==> config.mk <==
export PLATFORM = sky130hd
export DESIGN_NAME = hdlc_frame_tx
export DESIGN_NICKNAME = d
export VERILOG_FILES = /design/src/rtl/hdlc_tx_pkg.sv /design/src/rtl/hdlc_fcs16.sv /design/src/rtl/hdlc_zero_insert.sv /design/src/rtl/hdlc_frame_tx.sv
export SDC_FILE = /design/constraint.sdc
export NUM_CORES = 1
export LEC_CHECK = 0
export ABC_AREA = 1
export BUFFER_PORTS_ARGS = -buffer_cell sky130_fd_sc_hd__buf_2
export CORE_ASPECT_RATIO = 0.6
export CORE_MARGIN = 8
export CORE_UTILIZATION = 50
export DETAILED_ROUTE_END_ITERATION = 8
export PLACE_DENSITY = 0.78
export SLEW_MARGIN = 20
export SYNTH_ARGS = -nofsm -noshare
export SYNTH_HDL_FRONTEND = slang
export SYNTH_SLANG_ARGS = --single-unit
==> constraint.sdc <==
create_clock -name clk -period 1.9 [get_ports clk]
set_input_delay 0.095 -clock clk [delete_from_list [all_inputs] [get_ports clk]]
set_output_delay 0.095 -clock clk [all_outputs]
set_load 0.03 [all_outputs]
==> src/rtl/hdlc_tx_pkg.sv <==
package hdlc_tx_pkg;
    localparam int          BYTE_W       = 8;
    localparam int          FCS_W        = 16;
    localparam logic [7:0]  FLAG_BYTE    = 8'h7E;
    localparam logic [15:0] FCS_POLY_REV = 16'h8408;
    localparam logic [15:0] FCS_PRESET   = 16'hFFFF;
    localparam int          STUFF_RUN    = 5;

    typedef enum logic [2:0] {
        ST_IDLE,
        ST_LEAD,
        ST_OPEN,
        ST_DATA,
        ST_FCS,
        ST_CLOSE,
        ST_ABORT
    } tx_state_e;
endpackage

==> src/rtl/hdlc_fcs16.sv <==
module hdlc_fcs16
    import hdlc_tx_pkg::*;
(
    input  logic             clk,
    input  logic             rst_n,
    input  logic             init,
    input  logic             step,
    input  logic             bit_in,
    output logic [FCS_W-1:0] crc_next
);
    logic [FCS_W-1:0] crc_q, crc_d;
    logic             fb;

    always_comb begin
        fb       = crc_q[0] ^ bit_in;
        crc_next = (crc_q >> 1) ^ (fb ? FCS_POLY_REV : '0);
        crc_d    = crc_q;
        if (init)      crc_d = FCS_PRESET;
        else if (step) crc_d = crc_next;
    end

    always_ff @(posedge clk or negedge rst_n) begin
        if (!rst_n) crc_q <= FCS_PRESET;
        else        crc_q <= crc_d;
    end


    fcs_init_step_excl_chk: assert property (@(posedge clk) disable iff (!rst_n)
        !(init && step));
endmodule

==> src/rtl/hdlc_zero_insert.sv <==
module hdlc_zero_insert
    import hdlc_tx_pkg::*;
(
    input  logic clk,
    input  logic rst_n,
    input  logic clr,
    input  logic shift,
    input  logic bit_in,
    output logic full
);
    logic [2:0] ones_q, ones_d;

    always_comb begin
        ones_d = ones_q;
        if (clr)        ones_d = '0;
        else if (shift) ones_d = bit_in ? ones_q + 3'd1 : 3'd0;
        full = (ones_q == 3'(STUFF_RUN));
    end

    always_ff @(posedge clk or negedge rst_n) begin
        if (!rst_n) ones_q <= '0;
        else        ones_q <= ones_d;
    end


    no_shift_when_full_chk: assert property (@(posedge clk) disable iff (!rst_n)
        full |-> !shift);
endmodule

==> src/rtl/hdlc_frame_tx.sv <==
module hdlc_frame_tx
    import hdlc_tx_pkg::*;
#(
    parameter int LEAD_BITS  = 2,
    parameter int ABORT_BITS = 8
) (
    input  logic              clk,
    input  logic              rst_n,
    input  logic              bit_en,
    input  logic              cts,
    input  logic              cts_force,
    input  logic [BYTE_W-1:0] in_data,
    input  logic              in_valid,
    input  logic              in_last,
    output logic              in_ready,
    output logic              txd,
    output logic              rts,
    output logic              underrun
);
    localparam int MAX_A = (ABORT_BITS > LEAD_BITS) ? ABORT_BITS : LEAD_BITS;
    localparam int MAXC  = (MAX_A > FCS_W) ? MAX_A : FCS_W;
    localparam int CNT_W = $clog2(MAXC + 1);

    typedef struct packed {
        tx_state_e         state;
        logic [CNT_W-1:0]  cnt;
        logic [FCS_W-1:0]  sh;
        logic              last;
        logic              hold_v;
        logic [BYTE_W-1:0] hold_d;
        logic              hold_last;
        logic              txd;
        logic              rts;
        logic              underrun;
    } regs_t;

    regs_t q, n;
    logic  cts_ok, take;
    logic  crc_init, crc_step;
    logic  stf_clr, stf_shift, stf_full;
    logic [FCS_W-1:0] crc_next;

    assign cts_ok = cts | cts_force;

    hdlc_fcs16 u_fcs (
        .clk      (clk),
        .rst_n    (rst_n),
        .init     (crc_init),
        .step     (crc_step),
        .bit_in   (q.sh[0]),
        .crc_next (crc_next)
    );

    hdlc_zero_insert u_stuff (
        .clk    (clk),
        .rst_n  (rst_n),
        .clr    (stf_clr),
        .shift  (stf_shift),
        .bit_in (q.sh[0]),
        .full   (stf_full)
    );

    always_comb begin
        n         = q;
        take      = 1'b0;
        crc_init  = 1'b0;
        crc_step  = 1'b0;
        stf_clr   = 1'b0;
        stf_shift = 1'b0;
        if (bit_en) begin
            unique case (q.state)
                ST_IDLE: begin
                    n.txd = 1'b1;
                    n.rts = 1'b0;
                    if (q.hold_v && !q.rts && cts_ok) begin
                        n.state    = ST_LEAD;
                        n.cnt      = CNT_W'(1);
                        n.rts      = 1'b1;
                        n.underrun = 1'b0;
                    end
                end
                ST_LEAD: begin
                    if (q.cnt == CNT_W'(LEAD_BITS)) begin
                        n.state = ST_OPEN;
                        n.txd   = FLAG_BYTE[0];
                        n.cnt   = CNT_W'(1);
                    end else begin
                        n.txd = 1'b1;
                        n.cnt = q.cnt + 1'b1;
                    end
                end
                ST_OPEN: begin
                    n.txd = FLAG_BYTE[q.cnt[2:0]];
                    if (q.cnt == CNT_W'(7)) begin
                        take     = 1'b1;
                        n.sh     = {{(FCS_W-BYTE_W){1'b0}}, q.hold_d};
                        n.last   = q.hold_last;
                        n.state  = ST_DATA;
                        n.cnt    = '0;
                        crc_init = 1'b1;
                        stf_clr  = 1'b1;
                    end else begin
                        n.cnt = q.cnt + 1'b1;
                    end
                end
                ST_DATA, ST_FCS: begin
                    if (stf_full) begin
                        n.txd   = 1'b0;
                        stf_clr = 1'b1;
                    end else begin
                        n.txd     = q.sh[0];
                        n.sh      = q.sh >> 1;
                        n.cnt     = q.cnt + 1'b1;
                        stf_shift = 1'b1;
                        crc_step  = (q.state == ST_DATA);
                        if (q.state == ST_DATA && q.cnt == CNT_W'(BYTE_W-1)) begin
                            n.cnt = '0;
                            if (q.last) begin
                                n.state = ST_FCS;
                                n.sh    = ~crc_next;
                            end else if (q.hold_v) begin
                                take   = 1'b1;
                                n.sh   = {{(FCS_W-BYTE_W){1'b0}}, q.hold_d};
                                n.last = q.hold_last;
                            end else begin
                                n.state    = ST_ABORT;
                                n.underrun = 1'b1;
                            end
                        end
                        if (q.state == ST_FCS && q.cnt == CNT_W'(FCS_W-1)) begin
                            n.state = ST_CLOSE;
                            n.cnt   = '0;
                        end
                    end
                end
                ST_CLOSE: begin
                    if (stf_full) begin
                        n.txd   = 1'b0;
                        stf_clr = 1'b1;
                    end else begin
                        n.txd = FLAG_BYTE[q.cnt[2:0]];
                        if (q.cnt == CNT_W'(7)) begin
                            n.state = ST_IDLE;
                            n.cnt   = '0;
                        end else begin
                            n.cnt = q.cnt + 1'b1;
                        end
                    end
                end
                ST_ABORT: begin
                    n.txd = 1'b1;
                    if (q.cnt == CNT_W'(ABORT_BITS-1)) begin
                        n.state = ST_IDLE;
                        n.cnt   = '0;
                    end else begin
                        n.cnt = q.cnt + 1'b1;
                    end
                end
                default: n.state = ST_IDLE;
            endcase
        end
        if (take) begin
            n.hold_v = 1'b0;
        end else if (in_valid && !q.hold_v) begin
            n.hold_v    = 1'b1;
            n.hold_d    = in_data;
            n.hold_last = in_last;
        end
    end

    always_ff @(posedge clk or negedge rst_n) begin
        if (!rst_n) begin
            q       <= '0;
            q.state <= ST_IDLE;
            q.txd   <= 1'b1;
        end else begin
            q <= n;
        end
    end

    assign in_ready = !q.hold_v;
    assign txd      = q.txd;
    assign rts      = q.rts;
    assign underrun = q.underrun;


    idle_ones_chk: assert property (@(posedge clk) disable iff (!rst_n)
        !q.rts |-> q.txd);

    start_needs_cts_chk: assert property (@(posedge clk) disable iff (!rst_n)
        $rose(q.rts) |-> $past(cts_ok) && $past(bit_en));

    lead_is_one_chk: assert property (@(posedge clk) disable iff (!rst_n)
        $rose(q.rts) |-> q.txd);

    stuff_emits_zero_chk: assert property (@(posedge clk) disable iff (!rst_n)
        (bit_en && stf_full && (q.state == ST_DATA || q.state == ST_FCS || q.state == ST_CLOSE))
        |=> !q.txd);

    rts_fall_idle_chk: assert property (@(posedge clk) disable iff (!rst_n)
        $fell(q.rts) |-> (q.state == ST_IDLE));

    underrun_on_abort_chk: assert property (@(posedge clk) disable iff (!rst_n)
        $rose(q.underrun) |-> (q.state == ST_ABORT));

    hold_without_en_chk: assert property (@(posedge clk) disable iff (!rst_n)
        !bit_en |=> $stable(q.txd) && $stable(q.rts));
endmodule

# Word level (Yosys, flattened, before mapping)
# Memories as Yosys holds them, arrays and structs flattened.
# Index checks and enable logic that the tools add are counted.
dict set report totals {
  rom_bits 8
  inputBits 15
  n_memories 1
  wordCells 124
  output_inout_bits 4
  regBits 57
}
# name words width read_ports rd_clocked_by_memory_dff wr line
set memory_table {}
lappend memory_table {{(name not given)} 8 1 1 0 0 hdlc_frame_tx.sv:141} ;# n.txd = FLAG_BYTE[q.cnt[2:0]];
dict set report classes {
  reduce_logical 27
  n_bitwise 5
  eq_ne 20
  n_mux 56
  addsub 2
  magnitude_cmp 1
}
# cell n
set op_table {}
lappend op_table {{16-bit two-way mux} 5}
lappend op_table {{25-bit two-way mux} 2}
lappend op_table {{17-bit case mux with 2 select lines} 1}
lappend op_table {{1-bit two-way mux} 26}
lappend op_table {{5-bit case mux with 5 select lines} 1}
lappend op_table {{3-bit two-way mux} 8}
lappend op_table {{8-bit two-way mux} 3}
lappend op_table {{3-bit case mux with 6 select lines} 1}
lappend op_table {{17-bit two-way mux} 1}
lappend op_table {{2-bit != test, second input constant} 8}
lappend op_table {{16-bit NOT} 1}
lappend op_table {{15-bit by 16-bit bitwise XOR with 16-bit output} 1}
lappend op_table {{3-bit == test, second input constant} 4}
lappend op_table {{10-bit two-way mux} 1}
lappend op_table {{5-bit two-way mux} 2}
lappend op_table {{5-bit AND reduction} 2}
lappend op_table {{2-bit nonzero test} 5}
lappend op_table {{5-bit nonzero test} 2}
lappend op_table {{8-bit AND reduction} 1}
lappend op_table {{7-bit AND reduction} 1}
lappend op_table {{3-bit by 2-bit == test with 1-bit output, second input constant} 2}
lappend op_table {{1-bit case mux with 2 select lines} 3}
lappend op_table {{2-bit AND reduction} 3}
lappend op_table {{2-bit OR reduction} 3}
lappend op_table {{19 further kinds} 24}

# Longest topological paths before layout
# Gate-level depths: netlist (run 1).
dict set report depth {
  word_depth 9
  depth_mapped 12
  depth_no_buf 11
}

# Modules after synthesis
# Synthesis (run 1) repeated with hierarchy kept, for this count alone.
dict set report unflattened {
  hier_cells 475
  hier_area_um2 3598.5
}
# module area_per_inst_um2 seq_area_each_um2 n_inst cells_per_inst
set modules_own_cells {}
lappend modules_own_cells {hdlc_frame_tx 2543.7 952.2 1 368}
lappend modules_own_cells {hdlc_fcs16 865.8 420.4 1 84}
lappend modules_own_cells {hdlc_zero_insert 188.9 75.1 1 23}

# Least setup slack after synthesis (run 1)
# OpenSTA, ideal clock, no wires.
dict set report synth_path {
  path_type {reg2reg}
  from {register q[30] in the netlist's numbering}
  to {register q[35] in the netlist's numbering}
  path_buffers 0
  path_stages_with_launch 12
  arrival_ps 1410
  setup_time_ps 117
  synth_period_minus_slack_ps 1527
  required_time_ps 1783
  setup_slack_ps 373
  cell_sequence {dfrtp_1 ha_1 nand2_1 nor2_1 ha_1 nand3_1 nand2_1 inv_1 o21ai_2 nand3_1 nand2_1 nand2_1}
}
dict set report synth_via {
  elab_chain_len 5
  word_cells_on_any_way 15
  cone_classes {eq/ne: 7; mux: 5; reduce/logical: 3}
}
# item line
set synth_rtl {}
lappend synth_rtl {{from (decl)} hdlc_frame_tx.sv:37} ;# regs_t q, n;
lappend synth_rtl {{from (signal assigned)} hdlc_frame_tx.sv:177} ;# q <= n;
lappend synth_rtl {{5-bit by 4-bit == test with 1-bit output} hdlc_frame_tx.sv:130} ;# if (q.state == ST_FCS && q.cnt == CNT_W'(FCS_W-1)) begin
lappend synth_rtl {{1-bit logical AND} hdlc_frame_tx.sv:130}
lappend synth_rtl {{8-bit two-way mux} hdlc_frame_tx.sv:130}
lappend synth_rtl {{25-bit two-way mux} hdlc_frame_tx.sv:107} ;# if (stf_full) begin
lappend synth_rtl {{3-bit case mux with 6 select lines} hdlc_frame_tx.sv:71} ;# unique case (q.state)
# Parallel ways exist; a longest one is shown, timed or not. The select of a mux whose other input is x is not followed.
# A chain may end at the register's enable or synchronous reset.

# Worst setup path after layout (run 1)
dict set report layout_path {
  from {register q[35] in the netlist's numbering}
  to {register q[13] in the netlist's numbering}
}
dict set report layout_via {
  elab_chain_len 4
  word_cells_on_any_way 11
  cone_classes {eq/ne: 6; mux: 1; reduce/logical: 4}
}
# item line
set layout_rtl {}
lappend layout_rtl {{3-bit by 2-bit == test with 1-bit output or 3-bit == test (tied branches)} {hdlc_frame_tx.sv:71, hdlc_frame_tx.sv:116}}
lappend layout_rtl {{2-bit OR reduction or 1-bit logical AND (tied branches)} {hdlc_frame_tx.sv:71, hdlc_frame_tx.sv:116}}
lappend layout_rtl {{2-bit != test (no source line) or 2-bit nonzero test (tied branches)} --}
lappend layout_rtl {{5-bit AND reduction (no source line)} --}
# Parallel ways exist; a longest one is shown, timed or not.

==> summary.txt, run 1 <==
Outcome
  • Status: completed

Die
  • Full die area: 10200 µm²
  • Initial Utilization: 50.4%
  • Placeable core region: 7120 µm²
  • Top Ports: 19
  • Die boundary width: 125 µm
  • Placement row count: 24
  • Height of the chip: 81.6 µm

GRT
  • Via count of the first global-routing pass: 3174
  • Antenna violations before repair: 0
  • Total GRT Usage: 19.1%
  • Largest net degree at the start of global routing: 58
  • Global-route wire length before repair: 15.3 mm
  • GR Overflow Total: 0

Power
  • Static leakage power: 2.27 nW
  • Clk network pwr share: 28.6%
  • Power share of the sequential group: 35.2%
  • Total Power: 6.24 mW
  • Sw power: 2.45 mW
  • Power density relative to cell area: 1480 nW/µm²
  • Internal: 3.79 mW
  • Peak supply drop: 0.941 mV
  • Portion of total power attributed to combinational logic: 36.1%
  • Switching share of total power: 39.3%

Yosys
  • Instance count of the mapped netlist: 503
  • Warnings from Yosys: 0
  • Distinct cell type count after synthesis: 35
  • Sequential cell area fraction in the yosys report: 40.4%
  • Synthesized flop and latch total: 57
  • Mean area per synthesized cell: 7.13 µm²
  • Number of synthesized flops with an enable pin: 0
  • Top FF cell, synth: sky130_fd_sc_hd__dfrtp_1
  • Share of synthesized registers carrying an async set or reset: 100%
  • Post-Synthesis Cell Area: 3580 µm²
  • Net count of the mapped netlist: 525

Setup path
  • Worst path most repeated cell: sky130_fd_sc_hd__nand2_1
  • Data arrival time of the critical path: 2.00 ns
  • Worst Path Class, Setup: flip-flop to flip-flop
  • Worst path cell trace: inv_2 -> nand2_2 -> nor2_4 -> inv_2 -> nand2_2 -> nand2_1 -> nor2_4 -> nand2_1 -> nand2_1 -> nand2_1
  • Cell family with the largest share of critical-path delay: simple AND/OR/NAND/NOR gates
  • Required time of the worst setup path: 2.13 ns
  • FF-to-FF setup slack: 0.13 ns
  • Longest individual stage delay on the worst path: 0.52 ns
  • Crit path capture type: flip-flop
  • Critical Path Slowest Stage Cell: sky130_fd_sc_hd__dfrtp_1
  • Startpoint type of the worst setup path: flip-flop
  • Number of buffer and inverter instances along the worst setup path: 2
  • Critical Path Fanout Max: 13

Clock tree
  • Max H-tree Level: 3
  • TritonCTS buffer count: 9
  • Worst-path clk slew: 0.05 ns
  • Clk buf depth: 2
  • Clock latency on the worst-skew pair: 0.34 ns
  • CTS tree: done
  • Clock root buffer: sky130_fd_sc_hd__clkbuf_16
  • Sink Count: 57

Cells and area
  • Number of antenna diodes: 0
  • Fill cell total of the finished layout: 629
  • Fraction of layout cells with a size suffix above 1: 20.0%
  • Commonest non-fill, non-tap cell in the layout: sky130_fd_sc_hd__nand2_1
  • Synthesis-to-layout area growth: 17.8%
  • Highest-count cells in the layout ignoring fill and taps: sky130_fd_sc_hd__nand2_1 (220), sky130_fd_sc_hd__inv_1 (41), sky130_fd_sc_hd__dfrtp_1 (38)
  • Final-stage net count: 561

Routing
  • Iteration-0 DRC count of the detailed router: 278
  • Antenna-violating nets left: 0
  • Drt total wl: 9.18 mm
  • Vias per std cell: 5.30
  • Routed length per placed instance: 14.5 µm
  • First-pass iteration count of the detailed router: 5
  • Via Count: 3367
  • Remaining routing DRC violations: 0

STA
  • Relative slew slack: 50.9%
  • Max-slew violations: 0
  • Period utilization: 93.3%
  • Final Setup Violations: 0
  • Final sum of negative setup slack: 0 ns
  • Measured slew at the worst slew-check pin: 0.737 ns
  • Setup repair after global routing missed its margin: no
  • Maximum operating frequency: 564 MHz
  • Fin crit period: 1.77 ns
  • Clock skew: 0.00704 ns
  • Worst-case setup margin in the final layout: 0.128 ns
  • Final Hold Fails: 0

Placement
  • DP Worst Slack: 0.0642 ns
  • Input/output buffers: 18
  • Final HPWL DP: 6.38 mm
  • Routability cong.: 0.952

Flow run
  • Max-capacitance violation count: 0

Worst hold path
  • Type of the tightest min-delay check: input pin to flip-flop
per-layer routing:
metal	GRT usage (%)	share of wire, %	vias up
met5	0	0	-
met4	6.03	1.2	0
met3	7.97	8.4	9
met2	28.8	42	124
met1	24.8	48	1579
li1	-	-	1655
flip-flops by register name, indices dropped and copies added, names as in the netlist:
name	cells
u_stuff.ones_q	3
q	35
underrun	1
rts	1
u_fcs.crc_q	16
txd	1
logic make-up after synthesis:
group                    synth area share, %
AO/OA/AOI/OAI                           8.17
XOR/XNOR                               0.489
adder cells (fa/ha/maj)                 2.44
buffers and inverters                   8.48
flip-flops                              40.4
AND/OR/NAND/NOR                         40.0
through the flow:
stage | util (%) | area (µm²) | hold WS, ns | instances
floorplan | - | 3580 | -0.201 | 503
global placement | 53.1 | 3780 | 0.278 | 609
detailed placement | 53.1 | 3780 | 0.279 | 609
CTS | 59.0 | 4200 | 0.0120 | 634
global route | 59.4 | 4220 | 0.0456 | 635
finish | 59.4 | 4220 | 0.0207 | 635
synthesized netlist by cell type (2+ instances only):
cell type / number / area share, %
sky130_fd_sc_hd__nor2_4: 6 / 1.9
sky130_fd_sc_hd__inv_1: 43 / 4.5
sky130_fd_sc_hd__ha_1: 7 / 2.4
sky130_fd_sc_hd__nand2_2: 6 / 1.0
sky130_fd_sc_hd__buf_4: 5 / 1.0
sky130_fd_sc_hd__buf_2: 7 / 0.98
sky130_fd_sc_hd__nor2_1: 25 / 2.6
sky130_fd_sc_hd__buf_6: 3 / 0.94
sky130_fd_sc_hd__dfrtp_1: 40 / 28
sky130_fd_sc_hd__nor2_2: 4 / 0.70
sky130_fd_sc_hd__o211ai_1: 8 / 1.7
sky130_fd_sc_hd__o21ai_0: 21 / 2.9
sky130_fd_sc_hd__nand3_2: 2 / 0.56
sky130_fd_sc_hd__o21ai_2: 3 / 0.73
sky130_fd_sc_hd__nand2_1: 221 / 23
sky130_fd_sc_hd__dfstp_2: 17 / 12
sky130_fd_sc_hd__a21oi_1: 10 / 1.4
sky130_fd_sc_hd__nand3_1: 36 / 5.0
sky130_fd_sc_hd__nand4_1: 9 / 1.6
sky130_fd_sc_hd__o21ai_1: 5 / 0.70
sky130_fd_sc_hd__nand2_4: 5 / 1.6
sky130_fd_sc_hd__inv_2: 7 / 0.73
tightest hold or removal path: cells and delay by family:
kind / cells / cell delay (ns)
buffers and inverters: 1 / 0.08
and+or+nand+nor: 2 / 0.15
timing repair:
item                                    CTS  global route
endpoints found under the setup margin    0            25
resized for setup                         0             8
setup buffers                             0             1
hold buffers                              9             0
hold endpoints to repair                 48             0
final timing paths:
kind	from	endpoint	cells past startpoint
worst min register to register	q[7]	q[7]	2
worst max register to register	q[35]	q[13]	10
worst max-delay path	q[35]	q[13]	10
worst min-delay path	in_data[3]	q[7]	3
max in group asynchronous	rst_n	q[37]	3
min in group asynchronous	rst_n	q[10]	3
layout make-up:
cell class | count | area (µm²) | share of cell area, %
Timing Repair Buffer | 41 | 285 | 6.75
Clock inverter | 5 | 77.6 | 1.84
Inverter | 51 | 194 | 4.59
Clock buffer | 11 | 253 | 5.98
Multi-Input combinational cell | 379 | 1850 | 43.8
Tap cell | 91 | 114 | 2.70
Sequential cell | 57 | 1450 | 34.3
power by group through the flow:
stage                     registers (mW)  clock network, mW  logic [mW]
final                               2.20               1.79        2.26
after global routing                2.25               1.86        2.55
after CTS                           2.20               1.82        2.20
after detailed placement            2.21                  0        2.16
after global placement              2.19                  0        2.10
after floorplan                     2.09                  0        1.71
(Power assumes the default switching activity.)
==> run 2: changes to the inputs <==
Settings changed: CELL_PAD_IN_SITES_DETAIL_PLACEMENT set to 1, CELL_PAD_IN_SITES_GLOBAL_PLACEMENT set to 2, CORE_UTILIZATION 50 to 35, PLACE_DENSITY 0.78 to 0.9.
==> summary.txt, run 2 (same netlist as run 1, synthesis figures left out) <==
Setup path
  • Worst path most repeated cell: sky130_fd_sc_hd__nand2_1 (unchanged)
  • Worst path cell trace: ha_1 -> nand2_1 -> inv_2 -> nand2_4 -> nand2_1 -> nand3_1 -> nor2_2 -> nand3_2 -> nand2_1 -> nand2_1 (was inv_2 -> nand2_2 -> nor2_4 -> inv_2 -> nand2_2 -> nand2_1 -> nor2_4 -> nand2_1 -> nand2_1 -> nand2_1)
  • Critical Path Fanout Max: 4 (was 13)
  • Required time of the worst setup path: 2.12 ns (was 2.13 ns)
  • Startpoint type of the worst setup path: flip-flop (unchanged)
  • Crit path capture type: flip-flop (unchanged)
  • Data arrival time of the critical path: 2.00 ns (about the same)
  • FF-to-FF setup slack: 0.12 ns (was 0.13 ns)
  • Critical Path Slowest Stage Cell: sky130_fd_sc_hd__dfrtp_1 (unchanged)
  • Longest individual stage delay on the worst path: 0.35 ns (was 0.52 ns)
  • Worst Path Class, Setup: flip-flop to flip-flop (unchanged)
  • Cell family with the largest share of critical-path delay: simple AND/OR/NAND/NOR gates (unchanged)
  • Total number of cells along the worst setup path: 10 (unchanged)
  • Cell depth of the worst flop-to-flop path: 10 (unchanged)
  • Number of buffer and inverter instances along the worst setup path: 1 (was 2)

GRT
  • Largest net degree at the start of global routing: 58 (unchanged)
  • Via count of the first global-routing pass: 3495 (was 3174)
  • Global-route wire length before repair: 18.2 mm (was 15.3 mm)
  • Antenna violations before repair: 0 (unchanged)
  • Total GRT Usage: 16.5% (was 19.1%)
  • GR Overflow Total: 0 (unchanged)

Power
  • Portion of total power attributed to combinational logic: 38.3% (was 36.1%)
  • Switching share of total power: 41.0% (was 39.3%)
  • Static leakage power: 2.26 nW (was 2.27 nW)
  • Sw power: 2.55 mW (was 2.45 mW)
  • Clk network pwr share: 27.1% (was 28.6%)
  • Internal: 3.68 mW (was 3.79 mW)
  • Power density relative to cell area: 1450 nW/µm² (was 1480 nW/µm²)
  • Peak supply drop: 0.539 mV (was 0.941 mV)
  • Power share of the sequential group: 34.6% (was 35.2%)

STA
  • Measured slew at the worst slew-check pin: 0.778 ns (was 0.737 ns)
  • Maximum operating frequency: 563 MHz (was 564 MHz)
  • Final Hold Fails: 0 (unchanged)
  • Final Setup Violations: 0 (unchanged)
  • Clock skew: 0.00983 ns (was 0.00704 ns)
  • Relative slew slack: 48.1% (was 50.9%)
  • Worst-case setup margin in the final layout: 0.124 ns (was 0.128 ns)
  • Setup repair after global routing missed its margin: yes (was no)
  • Fin crit period: 1.78 ns (was 1.77 ns)
  • Max-slew violations: 0 (unchanged)
  • Final sum of negative setup slack: 0 ns (unchanged)
  • Period utilization: 93.5% (was 93.3%)

Placement
  • Cell total after placement: 656 (was 609)
  • Placed Instance Area: 3850 µm² (was 3780 µm²)
  • DP Worst Slack: 0.0429 ns (was 0.0642 ns)
  • Routability cong.: 0.820 (was 0.952)
  • Input/output buffers: 18 (unchanged)
  • Final HPWL DP: 7.93 mm (was 6.38 mm)

Cells and area
  • Utilization of the core after routing: 43.2% (was 59.4%)
  • Synthesis-to-layout area growth: 19.6% (was 17.8%)
  • Number of antenna diodes: 0 (unchanged)
  • Highest-count cells in the layout ignoring fill and taps: sky130_fd_sc_hd__nand2_1 (221), sky130_fd_sc_hd__inv_1 (43), sky130_fd_sc_hd__dfrtp_1 (38) (was sky130_fd_sc_hd__nand2_1 (220), sky130_fd_sc_hd__inv_1 (41), sky130_fd_sc_hd__dfrtp_1 (38))
  • Largest registers in the final layout: q x35, u_fcs.crc_q x16, u_stuff.ones_q x3 (unchanged)
  • Commonest non-fill, non-tap cell in the layout: sky130_fd_sc_hd__nand2_1 (unchanged)
  • Max FFs per register: 35 (unchanged)
  • Fraction of layout cells with a size suffix above 1: 20.1% (was 20.0%)
  • Area of combinational cells with multiple inputs: 1850 µm² (about the same)
  • Design Area, Final: 4290 µm² (was 4220 µm²)
  • Largest Register: q (unchanged)
  • Register area: 1450 µm² (unchanged)
  • Final-stage net count: 565 (was 561)
  • Post-route non-filler standard cell count: 683 (was 635)
  • Fill cell total of the finished layout: 1256 (was 629)

Die
  • Placement row count: 28 (was 24)
  • Die boundary width: 147 µm (was 125 µm)
  • Placeable core region: 9910 µm² (was 7120 µm²)
  • Initial Utilization: 36.2% (was 50.4%)
  • Height of the chip: 94.4 µm (was 81.6 µm)
  • Top Ports: 19 (unchanged)
  • Full die area: 13800 µm² (was 10200 µm²)

Clock tree
  • Clock latency on the worst-skew pair: 0.34 ns (about the same)
  • Clk buf depth: 2 (unchanged)
  • Clock root buffer: sky130_fd_sc_hd__clkbuf_16 (unchanged)
  • TritonCTS buffer count: 9 (unchanged)
  • Max H-tree Level: 3 (unchanged)
  • CTS tree: done (unchanged)
  • Sink Count: 57 (unchanged)
  • Worst-path clk slew: 0.05 ns (about the same)

Worst hold path
  • Hold Path Cell Cnt: 3 (unchanged)
  • Type of the tightest min-delay check: input pin to flip-flop (unchanged)

Flow run
  • Max-capacitance violation count: 0 (unchanged)

Routing
  • Iteration-0 DRC count of the detailed router: 168 (was 278)
  • Drt total wl: 10.7 mm (was 9.18 mm)
  • Antenna-violating nets left: 0 (unchanged)
  • Via Count: 3387 (was 3367)
  • Remaining routing DRC violations: 0 (unchanged)
  • Routed length per placed instance: 15.7 µm (was 14.5 µm)
  • First-pass iteration count of the detailed router: 4 (was 5)
  • Vias per std cell: 4.96 (was 5.30)

Outcome
  • Status: completed (unchanged)
## run 2: changes by cell type in the layout (fill, tap and decap cells not counted), sizes merged
| cell | before | now |
|---|---|---|
| bufinv | 2 | 1 |
| clkbuf | 11 | 12 |
| buf | 32 | 36 |
## run 2: layout make-up
class,instances,share of cell area (%)
multi-input cells,379,43.2
flip-flops and latches,57,33.8
repair buffers,45,7.35
clock buffers,12,5.98
inverters,51,4.52
well taps,135,3.94
clock inverters,4,1.20
## run 2: final timing paths
check | start | end
min reg2reg | q[18] | q[18]
max reg2reg | q[30] | q[36]
max in group asynchronous | rst_n | q[36]
min | in_data[0] | q[4]
max | q[30] | q[36]
min in group asynchronous | rst_n | q[20]
## run 2: tightest hold or removal path, delay by kind of cell
kind | cells | cell delay [ns]
buffers and inverters | 1 | 0.09
AND/OR/NAND/NOR | 2 | 0.15
## run 2: per-layer routing
metal  track usage (%)  part of all wire [%]
met5                 0                     0
met4              5.71                   1.0
met3              4.01                   3.3
met2              24.8                    43
met1              22.9                    53
## run 2: timing repair
item / in CTS / in global routing
endpoints found under the setup margin: 0 / 22
hold endpoints to repair: 48 / 0
resized for setup: 0 / 5
buffers inserted: 0 / 2
hold buffers: 9 / 0
## run 2: per-stage QoR
stage | hold slack [ns] | total power [mW]
after detailed placement | 0.309 | 4.49
after floorplan | -0.201 | 3.80
after CTS | 0.0211 | 6.24
after global routing | 0.0536 | 6.68
final | 0.0301 | 6.23
after global placement | 0.294 | 4.39
## run 2: power groups by stage
stage	Clock [mW]	Combinational [mW]	Sequential (mW)
2_1_floorplan	0	1.71	2.09
5_1_grt	1.76	2.70	2.22
3_5_place_dp	0	2.32	2.17
3_3_place_gp	0	2.24	2.15
6_report	1.69	2.39	2.16
4_1_cts	1.73	2.36	2.16
==> run 3: changes to the inputs <==
Settings changed: CELL_PAD_IN_SITES_DETAIL_PLACEMENT 1 to not set, CELL_PAD_IN_SITES_GLOBAL_PLACEMENT 2 to not set, CORE_UTILIZATION 35 to 50, CTS_BUF_LIST set to sky130_fd_sc_hd__clkbuf_8, PLACE_DENSITY 0.9 to 0.78.
==> summary.txt, run 3 (same netlist as run 1, synthesis figures left out) <==
Placement
  • Input/output buffers: 18 (unchanged)
  • Final HPWL DP: 6.38 mm (was 7.93 mm)
  • Routability cong.: 0.952 (was 0.820)

Clock tree
  • Max H-tree Level: 3 (unchanged)
  • Clock latency on the worst-skew pair: 0.35 ns (was 0.34 ns)
  • Clock root buffer: sky130_fd_sc_hd__clkbuf_8 (was sky130_fd_sc_hd__clkbuf_16)
  • Clk buf depth: 2 (unchanged)
  • Worst-path clk slew: 0.07 ns (was 0.05 ns)
  • Sink Count: 57 (unchanged)
  • CTS tree: done (unchanged)
  • TritonCTS buffer count: 9 (unchanged)

Setup path
  • Worst path cell trace: inv_2 -> nand2_2 -> nor2_4 -> inv_2 -> nand2_2 -> nand2_1 -> nor2_4 -> buf_4 -> o211ai_2 (was ha_1 -> nand2_1 -> inv_2 -> nand2_4 -> nand2_1 -> nand3_1 -> nor2_2 -> nand3_2 -> nand2_1 -> nand2_1)
  • Required time of the worst setup path: 2.13 ns (was 2.12 ns)
  • Critical Path Fanout Max: 10 (was 4)
  • Crit path capture type: flip-flop (unchanged)
  • Longest individual stage delay on the worst path: 0.52 ns (was 0.35 ns)
  • Data arrival time of the critical path: 2.06 ns (was 2.00 ns)
  • Number of buffer and inverter instances along the worst setup path: 3 (was 1)
  • Startpoint type of the worst setup path: flip-flop (unchanged)
  • Critical Path Slowest Stage Cell: sky130_fd_sc_hd__dfrtp_1 (unchanged)
  • Cell family with the largest share of critical-path delay: simple AND/OR/NAND/NOR gates (unchanged)
  • Worst Path Class, Setup: flip-flop to flip-flop (unchanged)

STA
  • Measured slew at the worst slew-check pin: 0.721 ns (was 0.778 ns)
  • Max-slew violations: 0 (unchanged)
  • Final sum of negative setup slack: 0 ns (unchanged)
  • Fin crit period: 1.84 ns (was 1.78 ns)
  • Clock skew: 0.00856 ns (was 0.00983 ns)
  • Final Setup Violations: 0 (unchanged)
  • Relative slew slack: 51.9% (was 48.1%)
  • Maximum operating frequency: 545 MHz (was 563 MHz)
  • Setup repair after global routing missed its margin: no (was yes)
  • Final Hold Fails: 0 (unchanged)
  • Period utilization: 96.6% (was 93.5%)

Power
  • Clk network pwr share: 22.7% (was 27.1%)
  • Sw power: 2.39 mW (was 2.55 mW)
  • Internal: 3.44 mW (was 3.68 mW)
  • Total Power: 5.83 mW (was 6.23 mW)
  • Portion of total power attributed to combinational logic: 39.5% (was 38.3%)
  • Switching share of total power: 41.1% (was 41.0%)
  • Static leakage power: 2.27 nW (was 2.26 nW)
  • Power density relative to cell area: 1390 nW/µm² (was 1450 nW/µm²)
  • Peak supply drop: 0.778 mV (was 0.539 mV)
  • Power share of the sequential group: 37.8% (was 34.6%)

Die
  • Placement row count: 24 (was 28)
  • Full die area: 10200 µm² (was 13800 µm²)
  • Placeable core region: 7120 µm² (was 9910 µm²)
  • Height of the chip: 81.6 µm (was 94.4 µm)
  • Die boundary width: 125 µm (was 147 µm)
  • Initial Utilization: 50.4% (was 36.2%)
  • Top Ports: 19 (unchanged)

Routing
  • Antenna-violating nets left: 0 (unchanged)
  • Drt total wl: 9.03 mm (was 10.7 mm)
  • Via Count: 3411 (was 3387)
  • Iteration-0 DRC count of the detailed router: 289 (was 168)
  • First-pass iteration count of the detailed router: 5 (was 4)
  • Routed length per placed instance: 14.0 µm (was 15.7 µm)
  • Remaining routing DRC violations: 0 (unchanged)
  • Vias per std cell: 5.30 (was 4.96)

Cells and area
  • Fraction of layout cells with a size suffix above 1: 21.2% (was 20.1%)
  • Synthesis-to-layout area growth: 17.2% (was 19.6%)
  • Fill cell total of the finished layout: 642 (was 1256)
  • Largest Register: q (unchanged)
  • Max FFs per register: 35 (unchanged)
  • Utilization of the core after routing: 59.0% (was 43.2%)
  • Largest registers in the final layout: q x35, u_fcs.crc_q x16, u_stuff.ones_q x3 (unchanged)
  • Final-stage net count: 570 (was 565)
  • Commonest non-fill, non-tap cell in the layout: sky130_fd_sc_hd__nand2_1 (unchanged)
  • Number of antenna diodes: 0 (unchanged)
  • Highest-count cells in the layout ignoring fill and taps: sky130_fd_sc_hd__nand2_1 (221), sky130_fd_sc_hd__inv_1 (42), sky130_fd_sc_hd__dfrtp_1 (38) (was sky130_fd_sc_hd__nand2_1 (221), sky130_fd_sc_hd__inv_1 (43), sky130_fd_sc_hd__dfrtp_1 (38))

GRT
  • Via count of the first global-routing pass: 3122 (was 3495)
  • Antenna violations before repair: 0 (unchanged)
  • Global-route wire length before repair: 15.0 mm (was 18.2 mm)
  • Largest net degree at the start of global routing: 58 (unchanged)
  • Total GRT Usage: 18.9% (was 16.5%)
  • GR Overflow Total: 0 (unchanged)

Flow run
  • Max-capacitance violation count: 0 (unchanged)

Outcome
  • Status: completed (unchanged)

Worst hold path
  • Type of the tightest min-delay check: input pin to flip-flop (unchanged)
## run 3: cell types whose count changed in the layout (fill, tap and decap cells not counted), sizes merged
cell,previous run,this run
dlygate4sd3,9,10
buf,36,40
bufinv,1,2
clkbuf,12,11
## run 3: stage by stage
stage	cells	instance area, µm²	setup slack [ns]	hold slack, ns
6_report	644	4200	0.0645	0.0391
5_1_grt	644	4200	0.00929	0.0420
4_1_cts	635	4110	0.0515	0.0343
3_5_place_dp	609	3780	0.0642	0.279
3_3_place_gp	609	3780	0.142	0.278
2_1_floorplan	503	3580	0.373	-0.201
## run 3: layer usage
layer  up-vias  routed length [µm]  GRT usage [%]
li1       1670                   -              -
met5         -                   0              0
met1      1574                4250           24.7
met2       152                3710           27.2
met4         0                 123           6.51
met3        15                 935           8.75
## run 3: power groups by stage
stage	sequential (mW)	combinational (mW)	clock [mW]
final	2.20	2.30	1.32
after CTS	2.19	2.18	1.35
after global placement	2.19	2.10	0
after floorplan	2.09	1.71	0
after detailed placement	2.21	2.16	0
after global routing	2.26	2.61	1.40
## run 3: worst min-delay path: stages
cell and delay (ns):
sky130_fd_sc_hd__buf_2 0.10, sky130_fd_sc_hd__inv_1 0.07, sky130_fd_sc_hd__a22oi_1 0.08
## run 3: final timing paths
path / endpoint / slack, ns / startpoint / depth (start not counted)
setup / recovery: q[26] / 0.06 / q[35] / 9
hold / removal: q[12] / 0.04 / in_valid / 3
setup reg to reg: q[26] / 0.06 / q[35] / 9
hold reg to reg: q[7] / 0.48 / q[7] / 2
max in group asynchronous: q[37] / 0.97 / rst_n / 3
min in group asynchronous: q[10] / 0.40 / rst_n / 3
## run 3: repair_timing
| item | CTS | global route |
|---|---|---|
| hold endpoints to repair | 49 | 0 |
| endpoints found under the setup margin | 0 | 22 |
| gates resized for setup | 0 | 8 |
| hold buffers | 10 | 0 |
| setup buffers | 0 | 9 |
## run 3: layout make-up
cell class	count	area [µm²]	area share, %
Sequential cell	57	1450	34.5
Tap cell	91	114	2.71
Multi-Input combinational cell	379	1860	44.2
Inverter	51	194	4.62
Clock buffer	11	151	3.60
Timing Repair Buffer	50	355	8.46
Clock inverter	5	77.6	1.85
